--- src/rtl/toggle_poll_pkg.sv ---
package toggle_poll_pkg;

  typedef enum logic [2:0] {
    ST_IDLE,
    ST_PAIR_A,
    ST_PAIR_B,
    ST_VERIFY_A,
    ST_VERIFY_B,
    ST_CMD_WR
  } poll_state_t;

  // True once the reads taken so far use up a nonzero budget
  function automatic logic budget_spent(input int unsigned reads_taken,
                                        input int unsigned budget);
    return (budget != 0) && (reads_taken >= budget);
  endfunction

  // Two samples of the toggle bit disagree
  function automatic logic bits_differ(input logic a, input logic b);
    return a ^ b;
  endfunction

endpackage

--- src/rtl/tp_read_budget.sv ---
module tp_read_budget #(
  parameter int unsigned MAX_READS = 4096
) (
  input  logic clk,
  input  logic rst_n,
  input  logic clear_i,
  input  logic fire_i,
  output logic spent_o
);
  import toggle_poll_pkg::*;

  localparam int CNT_W = $clog2(MAX_READS + 2);

  logic [CNT_W-1:0] taken_q;

  always_ff @(posedge clk) begin
    if (!rst_n || clear_i) taken_q <= '0;
    else if (fire_i)       taken_q <= taken_q + 1'b1;
  end

  // Spent when the read completing now reaches the budget
  assign spent_o = fire_i && budget_spent(int'(taken_q) + 1, MAX_READS);

endmodule

--- src/rtl/tp_flag_capture.sv ---
module tp_flag_capture #(
  parameter int DATA_W  = 8,
  parameter int TOG_BIT = 6,
  parameter int TMO_BIT = 5
) (
  input  logic              clk,
  input  logic              rst_n,
  input  logic              hold_i,
  input  logic [DATA_W-1:0] data_i,
  output logic              toggled_o,
  output logic              timeout_o
);
  import toggle_poll_pkg::*;

  logic held_tog_q;

  always_ff @(posedge clk) begin
    if (!rst_n)      held_tog_q <= 1'b0;
    else if (hold_i) held_tog_q <= data_i[TOG_BIT];
  end

  assign toggled_o = bits_differ(held_tog_q, data_i[TOG_BIT]);
  assign timeout_o = data_i[TMO_BIT];

endmodule

--- src/rtl/toggle_poll_ctrl.sv ---
module toggle_poll_ctrl #(
  parameter int          DATA_W    = 8,
  parameter int          ADDR_W    = 20,
  parameter int          TOG_BIT   = 6,
  parameter int          TMO_BIT   = 5,
  parameter int unsigned MAX_READS = 4096,
  parameter logic [DATA_W-1:0] RST_CMD = 8'hF0
) (
  input  logic              clk,
  input  logic              rst_n,
  input  logic              start_i,
  input  logic              abandon_i,
  input  logic [ADDR_W-1:0] poll_addr_i,
  output logic              rd_req_o,
  output logic [ADDR_W-1:0] rd_addr_o,
  input  logic              rd_ack_i,
  input  logic [DATA_W-1:0] rd_data_i,
  output logic              wr_req_o,
  output logic [ADDR_W-1:0] wr_addr_o,
  output logic [DATA_W-1:0] wr_data_o,
  input  logic              wr_ack_i,
  output logic              busy_o,
  output logic              done_o,
  output logic              pass_o
);
  import toggle_poll_pkg::*;

  poll_state_t state_q, state_d;
  logic done_q, pass_q;

  // Named events, also watched by the checker
  logic start_ok, rd_fire, first_fire, second_fire;
  logic toggled, timeout, spent;
  logic pair_match, recheck, persist_fail, cmd_done;

  assign start_ok    = start_i && (state_q == ST_IDLE);
  assign rd_req_o    = (state_q == ST_PAIR_A) || (state_q == ST_PAIR_B) ||
                       (state_q == ST_VERIFY_A) || (state_q == ST_VERIFY_B);
  assign rd_fire     = rd_req_o && rd_ack_i && !abandon_i;
  assign first_fire  = rd_fire && ((state_q == ST_PAIR_A) || (state_q == ST_VERIFY_A));
  assign second_fire = rd_fire && ((state_q == ST_PAIR_B) || (state_q == ST_VERIFY_B));

  tp_flag_capture #(.DATA_W(DATA_W), .TOG_BIT(TOG_BIT), .TMO_BIT(TMO_BIT)) u_flags (
    .clk       (clk),
    .rst_n     (rst_n),
    .hold_i    (first_fire),
    .data_i    (rd_data_i),
    .toggled_o (toggled),
    .timeout_o (timeout)
  );

  tp_read_budget #(.MAX_READS(MAX_READS)) u_budget (
    .clk     (clk),
    .rst_n   (rst_n),
    .clear_i (start_ok),
    .fire_i  (rd_fire),
    .spent_o (spent)
  );

  assign pair_match   = second_fire && !toggled;
  assign recheck      = second_fire && toggled && timeout && (state_q == ST_PAIR_B);
  assign persist_fail = second_fire && toggled && (state_q == ST_VERIFY_B);
  assign cmd_done     = (state_q == ST_CMD_WR) && wr_ack_i;

  always_comb begin
    state_d = state_q;
    unique case (state_q)
      ST_IDLE:     if (start_i) state_d = ST_PAIR_A;
      ST_PAIR_A:
        if (abandon_i)    state_d = ST_IDLE;
        else if (rd_fire) state_d = spent ? ST_CMD_WR : ST_PAIR_B;
      ST_PAIR_B:
        if (abandon_i)       state_d = ST_IDLE;
        else if (pair_match) state_d = ST_IDLE;
        else if (rd_fire)    state_d = spent   ? ST_CMD_WR :
                                       recheck ? ST_VERIFY_A : ST_PAIR_A;
      ST_VERIFY_A:
        if (abandon_i)    state_d = ST_IDLE;
        else if (rd_fire) state_d = spent ? ST_CMD_WR : ST_VERIFY_B;
      ST_VERIFY_B:
        if (abandon_i)         state_d = ST_IDLE;
        else if (pair_match)   state_d = ST_IDLE;
        else if (persist_fail) state_d = ST_CMD_WR;
      ST_CMD_WR:   if (wr_ack_i) state_d = ST_IDLE;
      default:     state_d = ST_IDLE;
    endcase
  end

  always_ff @(posedge clk) begin
    if (!rst_n) begin
      state_q <= ST_IDLE;
      done_q  <= 1'b0;
      pass_q  <= 1'b0;
    end else begin
      state_q <= state_d;
      done_q  <= pair_match || cmd_done;
      if (start_ok)        pass_q <= 1'b0;
      else if (pair_match) pass_q <= 1'b1;
    end
  end

  assign rd_addr_o = poll_addr_i;
  assign wr_req_o  = (state_q == ST_CMD_WR);
  assign wr_addr_o = poll_addr_i;
  assign wr_data_o = wr_req_o ? RST_CMD : '0;
  assign busy_o    = (state_q != ST_IDLE);
  assign done_o    = done_q;
  assign pass_o    = pass_q;

endmodule

--- config.mk ---
export PLATFORM = sky130hd
export DESIGN_NAME = toggle_poll_ctrl
export DESIGN_NICKNAME = d
export VERILOG_FILES = /design/src/rtl/toggle_poll_pkg.sv /design/src/rtl/tp_read_budget.sv /design/src/rtl/tp_flag_capture.sv /design/src/rtl/toggle_poll_ctrl.sv
export SDC_FILE = /design/constraint.sdc
export NUM_CORES = 1
export LEC_CHECK = 0
export BUFFER_PORTS_ARGS = -buffer_cell sky130_fd_sc_hd__buf_2
export CELL_PAD_IN_SITES_DETAIL_PLACEMENT = 1
export CELL_PAD_IN_SITES_GLOBAL_PLACEMENT = 1
export CORE_MARGIN = 8
export CORE_UTILIZATION = 30
export CTS_BUF_LIST = sky130_fd_sc_hd__clkbuf_16
export CTS_CLUSTER_SIZE = 30
export DETAILED_ROUTE_END_ITERATION = 12
export PLACE_DENSITY_LB_ADDON = 0.2
export SYNTH_ARGS = -nofsm -noshare
export SYNTH_HDL_FRONTEND = slang
export SYNTH_SLANG_ARGS = --single-unit
--- constraint.sdc ---
create_clock -name clk -period 2.2 [get_ports clk]
set_input_delay 0.44 -clock clk [delete_from_list [all_inputs] [get_ports clk]]
set_output_delay 0.44 -clock clk [all_outputs]
set_load 0.005 [all_outputs]
Word level (Yosys, flattened, before mapping)
Index checks and enable logic that the tools add are counted.
Cells by class
  mux-type cells: 18
  equal/unequal tests: 11
  add/sub/neg operators: 2
  reductions and logical operators: 26
  bitwise operators: 2
  magnitude comparators: 1
Operators by type and width (count)
  2-to-1 mux 3 bit: 14
  greater-or-equal comparator 32 x 13 -> 1 bit (second input constant): 1
  case mux 3 bit (6 select lines): 1
  adder 13 x 1 -> 14 bit (second input constant): 1
  adder 13 x 1 -> 13 bit (second input constant): 1
  logical AND 1 bit: 12
  2-to-1 mux 8 bit: 1
  != test 4 bit (second input constant): 2
  logical OR 1 bit: 7
  == test 3 x 2 -> 1 bit (second input constant): 2
  == test 3 bit (second input constant): 2
  != test 3 bit (second input constant): 2
  AND reduction 6 bit: 1
  == test 3 x 1 -> 1 bit (second input constant): 1
  logical NOT 1 bit: 3
  logical NOT 3 bit: 1
  nonzero test 3 bit: 1
  2-to-1 mux 2 bit: 1
  != test 2 x 1 -> 1 bit (second input constant): 1
  != test 2 bit (second input constant): 1
  OR reduction 2 bit: 1
  2-to-1 mux 1 bit: 1
  inverter 1 bit: 1
  bitwise XOR 1 bit: 1
Storage, ports and cells
  bits in registers: 19
  output and inout bits: 53

Logic depth before layout (Yosys ltp)
Gate-level depths: netlist (run 1).
  depth after elaboration: 16
  gate-level depth with buffers: 7
  mapped depth without buffers: 6

By module
A second synthesis (run 1) with hierarchy kept.
Unflattened totals
  cell total of the unflattened synthesis: 187
  area, all modules: 1507.7 um^2
By module, submodules not included
  toggle_poll_ctrl: area each 800.8 um^2, times used 1, cells an instance 108
  tp_read_budget: area each 654.4 um^2, times used 1, cells an instance 74
  tp_flag_capture: area each 52.6 um^2, times used 1, cells an instance 5

Worst setup path before layout (run 1)
Ideal clock, no wire load.
  path kind: reg2reg
  start point: register u_budget.taken_q[4]
  end point: register state_q[0]
  clock period less this slack: 1.587 ns
  buffers on the path: 0
  stages on the path, launching flop included: 6
  arrival: 1.472 ns
  path slack: 0.613 ns
  cells stage by stage: dfxtp_1 nand4_2 nor4_2 mux2_2 and2_1 o21a_1
Between the ends
  longest elaborated chain between the ends: 8
RTL lines
  from (decl): line tp_read_budget.sv:14  | logic [CNT_W-1:0] taken_q;
  from (signal assigned): line tp_read_budget.sv:18  | else if (fire_i) taken_q <= taken_q + 1'b1;
  adder 13 x 1 -> 14 bit *: line tp_read_budget.sv:22  | assign spent_o = fire_i && budget_spent(int'(taken_q) + 1, MAX_READS);
  greater-or-equal comparator 32 x 13 -> 1 bit *: line toggle_poll_pkg.sv:15  | return (budget != 0) && (reads_taken >= budget);
  logical AND 1 bit *: line tp_read_budget.sv:22
  2-to-1 mux 3 bit (2 in series): line toggle_poll_ctrl.sv:75  | else if (rd_fire) state_d = spent ? ST_CMD_WR :
  2-to-1 mux 3 bit: line toggle_poll_ctrl.sv:74  | else if (pair_match) state_d = ST_IDLE;
  2-to-1 mux 3 bit: line toggle_poll_ctrl.sv:73  | if (abandon_i) state_d = ST_IDLE;
  case mux 3 bit (6 select lines) *: line toggle_poll_ctrl.sv:67  | unique case (state_q)
  to (signal assigned): line toggle_poll_ctrl.sv:95  | state_q <= state_d;
  to (decl): line toggle_poll_ctrl.sv:28  | poll_state_t state_q, state_d;
Mark *: on every way between the ends. The rest lies on a longest branch, timed or not. The select of a mux whose other input is x is not followed.
A chain may end at the register's enable or synchronous reset.

Worst setup path in the final report (run 1)
  start point: register state_q[0]
  end point: output port wr_data_o[6]
Between the ends
  longest elaborated chain between the ends: 2
RTL lines
  == test 3 bit: line toggle_poll_ctrl.sv:103  | assign wr_req_o = (state_q == ST_CMD_WR);
  2-to-1 mux 8 bit: line toggle_poll_ctrl.sv:105  | assign wr_data_o = wr_req_o ? RST_CMD : '0;
  to (decl): line toggle_poll_ctrl.sv:20  | output logic [DATA_W-1:0] wr_data_o,
No other way between the ends.

==> impl.org, run 1 <==
** Synth
- Synth warnings :: 0
- Cell area after synthesis :: roughly 0.0015 mm2
- Avg Cell Area, Syn :: roughly 8.2 um2
- After technology mapping, the gate count stands at between 150 and 200.
- After synthesis the netlist holds a flip-flop and latch count of 19.
- The netlist uses 40 different library cells.
- After synthesis, flip-flops and latches occupy roughly 25% of the total area.

** Power
- Total power for the finished layout comes to approximately 890 uW.
- Cell Pwr Density :: 665 mW/mm2
- VDD IR-drop max :: ~0.21 mV
- Leakage component of the power :: 0.000503 uW

** Setup path
- The worst register-to-register path ends at u_budget.taken_q[12].
- Source of the critical timing path :: state_q[0]
- Max stage delay on crit path :: between 0.6 and 0.7 ns
- The worst setup path is captured at an output port.
- STA classifies the critical path startpoint as a flop.
- For this design, the slowest cell found on the critical path is dfxtp_1.
- The signal on the critical path passes through nor2b_1, and2_1, buf_2.
- Data arrives at the worst endpoint at 1.52 ns.
- Highest fanout seen on the critical path :: 12
- Startpoint of the worst-slack reg-to-reg timing path :: state_q[2]
- Counting both buffers and inverters, the worst setup path holds a total of 1.
- For the worst setup path, the data required time is approximately 1.8 ns.
- Across all register-to-register paths, the minimum setup slack is approximately 0.45 ns.
- R2R cell count :: 6
- The worst setup path is of the reg -> out kind.
- CP top delay family :: flip-flops

** Layout
- Of the cells placed in the final design, the portion with a size suffix greater than 1 is between 10% and 20%.
- Most frequent cells in the layout :: nor2_1 (20), dfxtp_1 (19), nand2_1 (16), buf_2 (16)
- Number of nets at the end of the flow :: 190
- Fill cells in the final layout number about 610.
- Most common library cell in the layout ignoring fill and taps :: nor2_1
- Compared with the post-synthesis result, the final layout area differs by -10.2%.
- Diodes inserted :: 0

** Routing
- DR iter-0 viols :: slightly below 80
- For this run, design rule violations remaining after detail routing come to 0.
- For this block, the routed nets add up to 3240 um of wire.
- Post-route antenna net violation count :: 0
- Average wire per cell in the routed design :: about 15 um
- Before antenna repair, the detailed router went through 4 iterations.
- Using the TritonRoute via totals, the vias-per-cell ratio works out to approximately 4.6.
- Across all layers, the routed design uses around 1000 vias.

** Global route
- The total overflow left after global routing is 0.
- Maximum number of pins on one net before global-route repair :: 16
- For this run, the total global-route usage over all layers was measured as 8.89%.
- The first global-routing pass estimated between 5000 and 6000 um of wire.
- The initial antenna violation count came to 0.
- The via count of the first global-routing pass was about 1100.

** STA
- The worst path in the final design needs a cycle of between 1.5 and 2 ns, including I/O delays and setup.
- Measured against its own limit, the worst slew margin works out to 60.6%.
- Setup repair after global routing missed its margin :: no
- Measured slew at the worst slew-check pin :: around 0.59 ns
- Final number of setup-violating endpoints :: 0
- Across the routed clock network, the largest skew measured is a little over 0.004 ns.
- In the finished design, the share of the clock period the worst path needs comes to between 80% and 90%.
- Adding up every negative setup slack in the final design gives 0 ns.
- Final Hold Fails :: 0
- Final Slew Violations :: 0
- Maximum achievable frequency :: a little over 500 MHz

** Floorplan
- Die width :: about 87 um
- Die height :: just under 90 um
- In this run the standard cell core region covers around 0.0048 mm2.
- between 80 and 90 I/O pins were placed.
- The die covers 0.00750 mm2.
- Initial core utilization :: a little under a third
- Number of standard-cell rows in the floorplan :: 25

** Clock tree
- TritonCTS built the clock tree.
- Post-CTS Hold Fix Bufs :: 0
- In this run the post-CTS setup repair buffer count came out at 0.
- Number of instances resized during post-cts repair :: 0
- In this run the number of H-tree levels came out at 1.
- In this run the deepest clock path goes through 2 buffers.
- Clock latency on the worst-skew pair, taken at its later pin, is 0.25 ns.
- Clock transition at the registers of the reported paths :: ~0.05 ns
- Buffers inserted during clock tree synthesis total 3.
- The clock net in this run drives a total of 19 sinks.
- Root buffer cell :: clkbuf_16

** Placement
- Buffers placed on the I/O ports in this run total 16.
- RD Place Congestion :: between 0.7 and 0.8
- Estimated wirelength of the detail-placed design :: about 2500 um

** Min path
- Hold worst-path end :: done_o
- The path class of the tightest hold or removal check is in -> reg.
- Hold Crit Depth :: 3
- In this run the most critical hold path is launched from wr_ack_i.

** Run status
- Result of the run :: finished, final reports clean

** Flow run
- Max-cap violations in this run came to 0.
==> state kept, by name, indices dropped and copies added, names as in the netlist <==
| register | count |
|---|---|
| u_flags.held_tog_q | 1 |
| done_o | 1 |
| u_budget.taken_q | 13 |
| state_q | 3 |
| pass_o | 1 |
==> metrics by stage <==
step                      cell area [um2]  setup WS, ns  hold WS [ns]  instances  util, %
after floorplan                      1510         0.613         0.465        186        -
after global placement               1260         0.474         0.452        216     26.6
after detailed placement             1260         0.444         0.470        216     26.6
after CTS                            1340         0.224         0.464        220     28.3
after global routing                 1340         0.145         0.493        220     28.3
final                                1340         0.240         0.465        220     28.3
==> kinds of logic after synthesis <==
kind of cell | Yosys count | share of synthesized area [%]
compound gates | 21 | 9.20
xor+xnor | 12 | 7.02
fa+ha+maj | 2 | 1.67
buf+inv | 57 | 28.2
flops | 19 | 25.4
mux | 5 | 3.51
other cells | 1 | 0.251
simple gates | 66 | 24.8
==> tightest hold or removal path: stages <==
cell and delay (ns):
buf_2 0.09, a21oi_1 0.05, nor2b_1 0.09
==> per-layer routing <==
metal  track usage, %  vias up  routed length [um]
met5                0        -                   0
met4             5.32        0                 103
met3             2.55       23                 251
met2             15.8       22                1540
met1             9.03      461                1340
li1                 -      501                   -
==> area by class of cell <==
cell class | instances | area (um2) | share of cell area (%)
multi-input combinational | 110 | 706 | 52.5
sequential | 19 | 380 | 28.3
tap | 67 | 83.8 | 6.24
timing repair buffer | 16 | 80.1 | 5.96
clock buffer | 3 | 75.1 | 5.59
inverter | 4 | 15.0 | 1.12
clock inverter | 1 | 3.75 | 0.279
==> cells in the mapped netlist <==
cell type  instances  area (um2)
nor2_1            20        75.1
a21oi_2            1        8.76
nor4_2             1        12.5
a31o_1             1        8.76
nand3_1            2        10.0
conb_1             1        3.75
inv_1              3        11.3
nor3_1             3        15.0
nor2_2             1        6.26
nand4_1            3        18.8
o21ai_0            6        30.0
and4b_1            1        10.0
a31o_2             1        8.76
a21oi_1            5        25.0
nor3_4             1        16.3
nand2_1           16        60.1
buf_2              1        5.00
a211oi_1           1        7.51
nor3b_1            1        7.51
xnor2_1            6        52.6
mux2_2             2        22.5
nor4_1             1        6.26
a21o_1             1        7.51
nand4_2            2        25.0
nor2b_1            5        31.3
and3_1             1        6.26
buf_4             49         368
mux2i_1            3        30.0
ha_1               2        25.0
a32oi_1            1        8.76
and2_1             3        18.8
dfxtp_1           19         380
nand4b_1           2        17.5
o21a_1             3        22.5
buf_6              3        33.8
o211a_1            1        10.0
or3_1              2        12.5
nor4_4             1        21.3
inv_2              1        3.75
xor2_1             6        52.6
==> power breakdown <==
part	switching, uW	leakage, uW	internal, uW
combinational	81.1	0.000307	62.6
clock	125	0.0000423	242
sequential	29.5	0.000154	354
total	236	0.000503	658
==> worst max path at each step <==
stage,end,slack [ns],cells after the start
CTS,wr_data_o[6],0.22,3
global placement,state_q[0],0.47,5
detailed placement,u_budget.taken_q[12],0.44,6
finish,wr_data_o[6],0.24,3
floorplan,state_q[0],0.61,5
global route,wr_data_o[4],0.15,3
(Power assumes the default switching activity.)
==> run 2: changes to the inputs <==
Settings changed: CORE_UTILIZATION 30 to 32.
Clock period 2.2 ns to 2.3 ns, I/O delays scaled along.
==> impl.org, run 2 (same netlist as run 1, synthesis figures left out) <==
** Run status
- Result of the run :: finished, final reports clean

** Setup path
- Worst Path Arrival :: 1.54 ns
- Among cell families on the critical path, the largest total delay comes from flip-flops.
- Required time at the worst-slack endpoint :: 1.84 ns
- Worst Setup Start Kind :: flop
- The endpoint identified for the worst register-to-register timing path is state_q[0].
- Along the worst path, the maximum fanout reaches 12.
- Max stage delay on crit path :: ~0.60 ns
- Startpoint of the worst-slack reg-to-reg timing path :: u_budget.taken_q[5]
- Counting cells, the worst reg-to-reg path comes to 5.
- Category of the most critical setup path :: reg -> out
- For flop-to-flop paths, the worst setup slack is 0.53 ns.
- CP Buf/Inv Count :: 1
- Kind of end point of the critical path :: output port
- The slowest stage of the critical path belongs to the cell dfxtp_1.
- Crit-path cells :: nor2b_1, and2_1, buf_2

** Flow run
- Max-cap violations :: 0

** STA
- Time the final worst path needs with I/O delays and setup :: 2.00 ns
- The worst pin sits at a relative slew slack of 61.4%.
- Worst setup slack after layout :: 0.295 ns
- Final Hold Fails :: 0
- In the final timing run, aggregate negative setup slack is 0 ns.
- Setup violations remaining at the end of the flow were counted as 0.
- Maximum achievable frequency :: about 500 MHz
- Measured slew at the worst slew-check pin :: about 0.58 ns
- Setup skew after layout :: around 0.0062 ns
- After layout, the worst path uses 87.2% of the clock period.
- Setup repair after global routing missed its margin :: no
- Final Slew Violations :: 0

** Floorplan
- Number of standard-cell rows in the floorplan :: 25
- In this run the vertical extent of the chip is 84.4 um.
- The die is between 80 and 90 um wide.
- Total Die Area :: about 0.0071 mm2
- For this configuration, the core starts out at a cell density of about a third.
- Pin placement for this block handled 87 I/O pins.
- Core Region :: between 0.004 and 0.005 mm2

** Layout
- Number of nets at the end of the flow :: 190
- The repair_antennas step left the layout with diodes totalling 0.
- Layout-stage area growth over the synthesis result :: -11.2%
- Most common library cell in the layout ignoring fill and taps :: nor2_1
- In the final layout, the share of cells above drive strength 1 is between 20 and 25%.
- Register name with the most flops :: u_budget.taken_q
- Most frequent cells in the layout :: nor2_1 (20), dfxtp_1 (19), nand2_1 (16), buf_2 (16)
- Registers with the most flip-flops :: u_budget.taken_q x13, state_q x3
- Number of flip-flops under the largest register name :: 13

** Min path
- In this run the most critical hold path is launched from wr_ack_i.
- Worst min path class :: in -> reg
- The worst hold path terminates at done_o.
- Hold Crit Depth :: 3

** Power
- Proportion of power drawn by flip-flops and latches :: around two fifths
- Internal power of the cells :: 631 uW
- The clock network accounts for around 42% of the total power.
- Cell Pwr Density :: 659 mW/mm2
- Of the total power, the share spent switching nets is approximately 28%.
- Net switching power :: 245 uW
- Comb power frac :: between 15 and 20%
- In this run the static leakage power is around 0.0005 uW.
- VDD IR-drop max :: between 0.2 and 0.3 mV

** Global route
- Entering global routing, the biggest net connects 16 pins.
- Via count of the first global-routing pass :: around 1200
- The first global-routing pass estimated around 5600 um of wire.
- The initial antenna violation count was 0.
- After global routing the overflow that remains totals 0.
- Global routing used under 10% of the available tracks across all layers.

** Placement
- Port buffering added 16 buffers.
- Estimated wirelength of the detail-placed design :: between 2000 and 3000 um
- Pre-CTS setup slack :: roughly 0.53 ns
- At the end of routability-driven placement, the weighted congestion stood at between 0.8 and 0.9.

** Clock tree
- Root buffer cell :: clkbuf_16
- Once the clock tree was built, the setup fixing pass inserted 0 buffers.
- Maximum number of buffers from clock root to sink :: 2
- Gates resized during post-CTS repair numbered 0.
- Total number of clock tree sinks :: 19
- TritonCTS Buffers :: 3
- After clock tree synthesis, the clock-pin slew on the worst setup and hold paths is 0.05 ns.
- Post-CTS Hold Fix Bufs :: 0
- In this run the number of H-tree levels came out at 1.
- Clock latency reported for the late side of the worst-skew pair :: around 0.26 ns
- TritonCTS built the clock tree.

** Routing
- DR iter-0 viols :: 31
- Total via count after detailed routing :: 1046
- Routed via count divided by cell count :: approximately 5.1
- Post-route antenna net violation count :: 0
- Post-route DRC violation count :: 0
- In the final routed layout, each cell accounts on average for roughly 16 um.
- The first TritonRoute pass finished after 4 iterations.
- Sum of routed wire length over all layers :: approximately 3400 um
run 2: cell types whose count changed in the layout (fill, tap and decap cells not counted), sizes merged:
cell | previous run | this run
inv | 5 | 4
clkinv | 0 | 1
run 2: power groups by stage:
stage / Clock [uW] / Sequential [uW] / Combinational (uW)
after floorplan: 0 / 356 / 184
final: 371 / 366 / 140
after detailed placement: 0 / 373 / 142
after global routing: 396 / 368 / 159
after CTS: 385 / 365 / 143
after global placement: 0 / 371 / 137
run 2: layer usage:
metal	part of all wire, %	vias to the layer above	wire length (um)	GRT usage (%)
met1	42	500	1420	10.3
li1	-	497	-	-
met2	49	43	1670	16.7
met3	8.1	6	274	5.07
met5	0	-	0	0
met4	0.62	0	21	2.91
run 2: how the worst max path moves through the flow:
stage                   startpoint             endpoint  cells past startpoint
5_1_grt                 state_q[0]         wr_data_o[5]                      3
4_1_cts                 state_q[0]             wr_req_o                      3
6_report                state_q[0]             wr_req_o                      3
3_5_place_dp            state_q[2]  u_budget.taken_q[7]                      5
3_3_place_gp   u_budget.taken_q[5]           state_q[0]                      5
2_1_floorplan  u_budget.taken_q[4]           state_q[0]                      5
run 2: cell type report:
type | instances | area [um2]
Sequential cell | 19 | 380
Clock inverter | 1 | 5.00
Timing Repair Buffer | 16 | 80.1
Multi-Input combinational cell | 110 | 706
Fill cell | 564 | 3300
Inverter | 4 | 15.0
Tap cell | 54 | 67.6
Clock buffer | 3 | 75.1
run 2: stage by stage:
stage | power (uW) | instance area (um2) | std cells | util, % | hold slack (ns)
3_3_place_gp | 508 | 1250 | 203 | 27.0 | 0.448
4_1_cts | 893 | 1330 | 207 | 28.7 | 0.484
2_1_floorplan | 539 | 1510 | 186 | - | 0.465
5_1_grt | 923 | 1330 | 207 | 28.7 | 0.507
3_5_place_dp | 515 | 1250 | 203 | 27.0 | 0.494
6_report | 876 | 1330 | 207 | 28.7 | 0.491
run 2: worst register-to-register path, stage by stage (launching register included):
cell     delay (ns)
dfxtp_1        0.41
nand4_2        0.22
nor4_2         0.32
mux2_2         0.40
and2_1         0.15
o21a_1         0.16
